File: src/rtl/prot_gate.sv
module prot_gate #(
  parameter bit WIDE  = 1'b1,
  parameter int AID_W = 31,
  parameter int CMP_W = 16,
  localparam int PID_W = WIDE ? 64 : 32,
  localparam int NSLOT = WIDE ? 8 : 4
) (
  input  logic               hit,
  input  logic [1:0]         acc,
  input  logic [1:0]         priv,
  input  logic               pchk_en,
  input  logic [2:0]         art,
  input  logic [1:0]         pl_hi,
  input  logic [1:0]         pl_lo,
  input  logic [AID_W-1:0]   aid,
  input  logic [4*PID_W-1:0] pid_regs,
  output logic [2:0]         perm,
  output logic [2:0]         fault
);

  localparam logic [2:0] M_R = 3'b001;
  localparam logic [2:0] M_W = 3'b010;
  localparam logic [2:0] M_X = 3'b100;

  logic [2:0] req;
  logic       is_x;
  assign is_x = (acc == 2'd2);
  assign req  = (acc == 2'd1) ? M_W : is_x ? M_X : M_R;

  logic r_ok, w_ok, x_ok;
  assign r_ok = priv <= pl_hi;
  assign w_ok = priv <= pl_lo;
  assign x_ok = (pl_lo <= priv) && (priv <= pl_hi);

  logic [2:0] ar_mask;
  always_comb begin
    case (art)
      3'd0:    ar_mask = {1'b0, 1'b0, r_ok};
      3'd1:    ar_mask = {1'b0, w_ok, r_ok};
      3'd2:    ar_mask = {x_ok, 1'b0, r_ok};
      3'd3:    ar_mask = {x_ok, w_ok, r_ok};
      default: ar_mask = {x_ok, 1'b0, 1'b0};
    endcase
  end

  logic [NSLOT-1:0] slot_hit;
  logic [2:0]       slot_grant [NSLOT];
  logic [NSLOT-1:0] unused_slot_bits;

  genvar k;
  generate
    for (k = 0; k < NSLOT; k++) begin : g_slot
      logic [31:0] s;
      assign s = pid_regs[32*k +: 32];
      assign slot_hit[k]   = (s[CMP_W:1] == aid[CMP_W-1:0]);
      assign slot_grant[k] = s[0] ? (M_R | M_X) : (M_R | M_W | M_X);
      assign unused_slot_bits[k] = ^s[31:CMP_W+1];
    end
  endgenerate

  logic [2:0] match_mask;
  always_comb begin
    match_mask = 3'b000;
    for (int i = NSLOT - 1; i >= 0; i--)
      if (slot_hit[i]) match_mask = slot_grant[i];
  end

  logic       skip;
  logic [2:0] id_mask, eff;
  assign skip    = (aid == '0) || !pchk_en;
  assign id_mask = skip ? 3'b111 : match_mask;
  assign eff     = ar_mask & id_mask;

  always_comb begin
    if (!hit)                      fault = is_x ? 3'd1 : 3'd2;
    else if ((id_mask & req) == 0) fault = is_x ? 3'd3 : 3'd4;
    else if ((eff & req) == 0)     fault = is_x ? 3'd3 : 3'd5;
    else                           fault = 3'd0;
  end

  assign perm = hit ? eff : 3'b000;

  always_comb begin
    p_miss_first_r6: assert (hit || (perm == 3'b000 && (fault == 3'd1 || fault == 3'd2)))
      else $error("miss must dominate");
    p_read_bound_r1: assert (!perm[0] || priv <= pl_hi)
      else $error("read beyond bound");
    p_write_bound_r1: assert (!perm[1] || priv <= pl_lo)
      else $error("write beyond bound");
    p_exec_window_r1: assert (!perm[2] || (pl_lo <= priv && priv <= pl_hi))
      else $error("execute outside window");
    p_ro_page_r2: assert (!(hit && art == 3'd0) || perm[2:1] == 2'b00)
      else $error("read-only page grants more");
    p_skip_no_idfault_r3: assert (!(hit && (aid == '0 || !pchk_en)) || fault != 3'd4)
      else $error("skipped check raised id fault");
    p_grant_means_ok_r8: assert (!(hit && fault == 3'd0) || (perm & req) != 3'b000)
      else $error("no fault without right");
  end

endmodule

File: config.mk
export PLATFORM = sky130hd
export DESIGN_NAME = prot_gate
export DESIGN_NICKNAME = d
export VERILOG_FILES = /design/src/rtl/prot_gate.sv
export SDC_FILE = /design/constraint.sdc
export NUM_CORES = 1
export LEC_CHECK = 0
export BUFFER_PORTS_ARGS = -buffer_cell sky130_fd_sc_hd__buf_2
export CORE_AREA = 3 3 117 119
export DETAILED_ROUTE_END_ITERATION = 10
export DIE_AREA = 0 0 120 122
export PLACE_DENSITY = 0.55
export SLEW_MARGIN = 5
export SYNTH_ARGS = -nofsm -noshare
export SYNTH_HDL_FRONTEND = slang
export SYNTH_SLANG_ARGS = --single-unit
File: constraint.sdc
create_clock -name vclk -period 2.4
set_input_delay 0.48 -clock vclk [all_inputs]
set_output_delay 0.48 -clock vclk [all_outputs]
set_load 0.05 [all_outputs]
==> run summary <==
Placed Cells: 654
ANT nets after route: 0
Failing checks: setup timing
Final period utilization: 125%
FFs & Latches: 0
HP Class: input pin to output port
Critical path type: input pin to output port
Worst Slack Setup Final: -593 ps
Drt wl/cell: 17.5 µm
Final hold viol count: 0
Max-slew headroom: 78.0%
First-pass GRT wire length: 16,700 µm
Die area: 14,600 µm²
Post-Synthesis Cells: 259
Post-route insts no fill: 664
Vias post-DR: 2,718
Starting Density: 16.3%
Fmax: 0.334 GHz
Commonest cells after routing, fill and taps aside: buf_2 (159), xor2_1 (83), buf_4 (50)
XOR/XNOR Fraction of Synth Area: 54.2%
Yosys warnings: 0
Peak supply drop: 0.0700 mV
Die X: 120 µm
Post-Synth Adder-Cell Area: 3.63%
Layout area overhead: 106%
Mapped Area: 2070 µm²
Total track usage: 14.9%
Pwr/cell area: 175 nW/µm²
Startpoint Class: input pin
Clock Buffer Count: 0
Net count, final: 798
DRC: 0
Core area: 12,700 µm²
Post-synthesis mux area share: 0%
Seq/Total Area, Yosys: 0%
Gr ovfl total: 0
Synthesized Nets: 565
Initial antenna violation count: 7
Dpl ws: -845 ps
Max Cap Viol: 0
Mean Syn Cell Area: 7.99 µm²
Critical Path RT: 1920 ps
Drt first-iter violations: 61
Fill count: 1,329
Sequential Area: 0 µm²
Netlist cell types: 31
RSZ-0062 raised after global routing: true
Outcome: complete, but fails checks
Critical path arrival: 2510 ps
TNS Setup: -2870 ps
Vias in the first global route: 3,047
PortBufs: 186
Main combinational cell family by area after synthesis: XOR/XNOR gates
TritonRoute pass-1 iters: 4
Synth Area in Compound Gates: 7.32%
Die Span Y: 122 µm
Final setup viols: 6
Max Slew Vio Count: 0
Final Wtd Congestion: 0.800
Largest net degree at the start of global routing: 10
Number of placed I/O pins: 306
Max FO, Critical Path: 6
Lkg Pwr: 1.96 nW
Synth Area in Simple Gates: 24.7%
DRT Wirelength: 11,600 µm
Layout cell share with drive strength beyond 1: 62.2%
Least-Margin Pin Slew: 328 ps
Detailed Place HPWL: 9770 µm
Commonest non-fill, non-tap cell in the layout: buf_2
Via-per-instance ratio: 4.09
Row cnt: 41
Post-CTS Hold Fix Bufs: 0
Final min period: 2990 ps
Setup crit end kind: output port
==> path summary, 6_finish.rpt <==
check / cells after the start / startpoint / to / slack [ps]
min: 3 / art[2] / perm[0] / 1290
max: 12 / aid[15] / fault[1] / -590
==> worst max-delay path, stage by stage <==
cell	delay, ps
buf_12	120
xor2_2	140
nor4_2	340
buf_4	170
nand4_1	110
buf_4	170
and3_4	150
nand4_1	130
and3_1	240
nor3_4	60
a21o_2	240
buf_8	150
==> area by class of cell <==
class                      instances  area [µm²]  area share (%)
tap                              172         215            5.04
antenna                            2        5.00           0.117
inverter                           9        33.8           0.792
timing repair buffer             247        1760            41.2
multi-input combinational        234        2250            52.8
==> cells by family (layout without fill, tap and decap cells) <==
logic type	Yosys count	in the layout
buffers and inverters	25	256
adder cells (fa/ha/maj)	6	6
AND/OR/NAND/NOR	82	82
other	0	2
AO/OA/AOI/OAI	18	18
XOR/XNOR	128	128
==> per-stage QoR <==
step	utilization (%)	area (µm²)	hold WS, ps	total power (W)
4_1_cts	32.5	4120	1280	0.000721
3_5_place_dp	28.0	3550	1320	0.000610
3_3_place_gp	28.0	3550	1320	0.000601
6_report	33.7	4270	1290	0.000749
5_1_grt	33.7	4270	1290	0.000806
2_1_floorplan	-	2200	1010	0.000327
==> layer usage <==
metal	GRT usage [%]	share of wire (%)	vias to the layer above
li1	-	-	1355
met2	25.6	47	129
met5	0	0.46	-
met4	2.51	1.9	10
met1	19.0	42	1202
met3	3.95	8.2	22
==> power by group <==
group / switching, W / internal (W)
Clock: 0 / 0.000000000111
Combinational: 0.000346 / 0.000402
Sequential: 0 / 0
==> cell usage after synthesis (2+ instances only) <==
cell type / number / area, µm²
a211oi_2: 2 / 25.0
a21o_1: 3 / 22.5
a21oi_1: 3 / 15.0
and2_1: 2 / 12.5
and3_1: 3 / 18.8
buf_6: 15 / 169
ha_1: 6 / 75.1
inv_1: 9 / 33.8
nand2_1: 7 / 26.3
nand2b_1: 2 / 12.5
nand4_1: 17 / 106
nor2_1: 8 / 30.0
nor2b_1: 3 / 18.8
nor3_1: 2 / 10.0
nor4_1: 28 / 175
nor4_2: 5 / 62.6
o211ai_1: 2 / 15.0
o21ai_0: 3 / 15.0
xnor2_1: 32 / 280
xor2_1: 96 / 841
==> timing repair <==
action                     in CTS  in global routing
cloned                          0                  0
buffers inserted                7                  2
setup endpoints to repair       6                  6
pin swaps                      43                 24
resized for setup             110                 23
No activity file was read; power rests on OpenSTA's default activity.
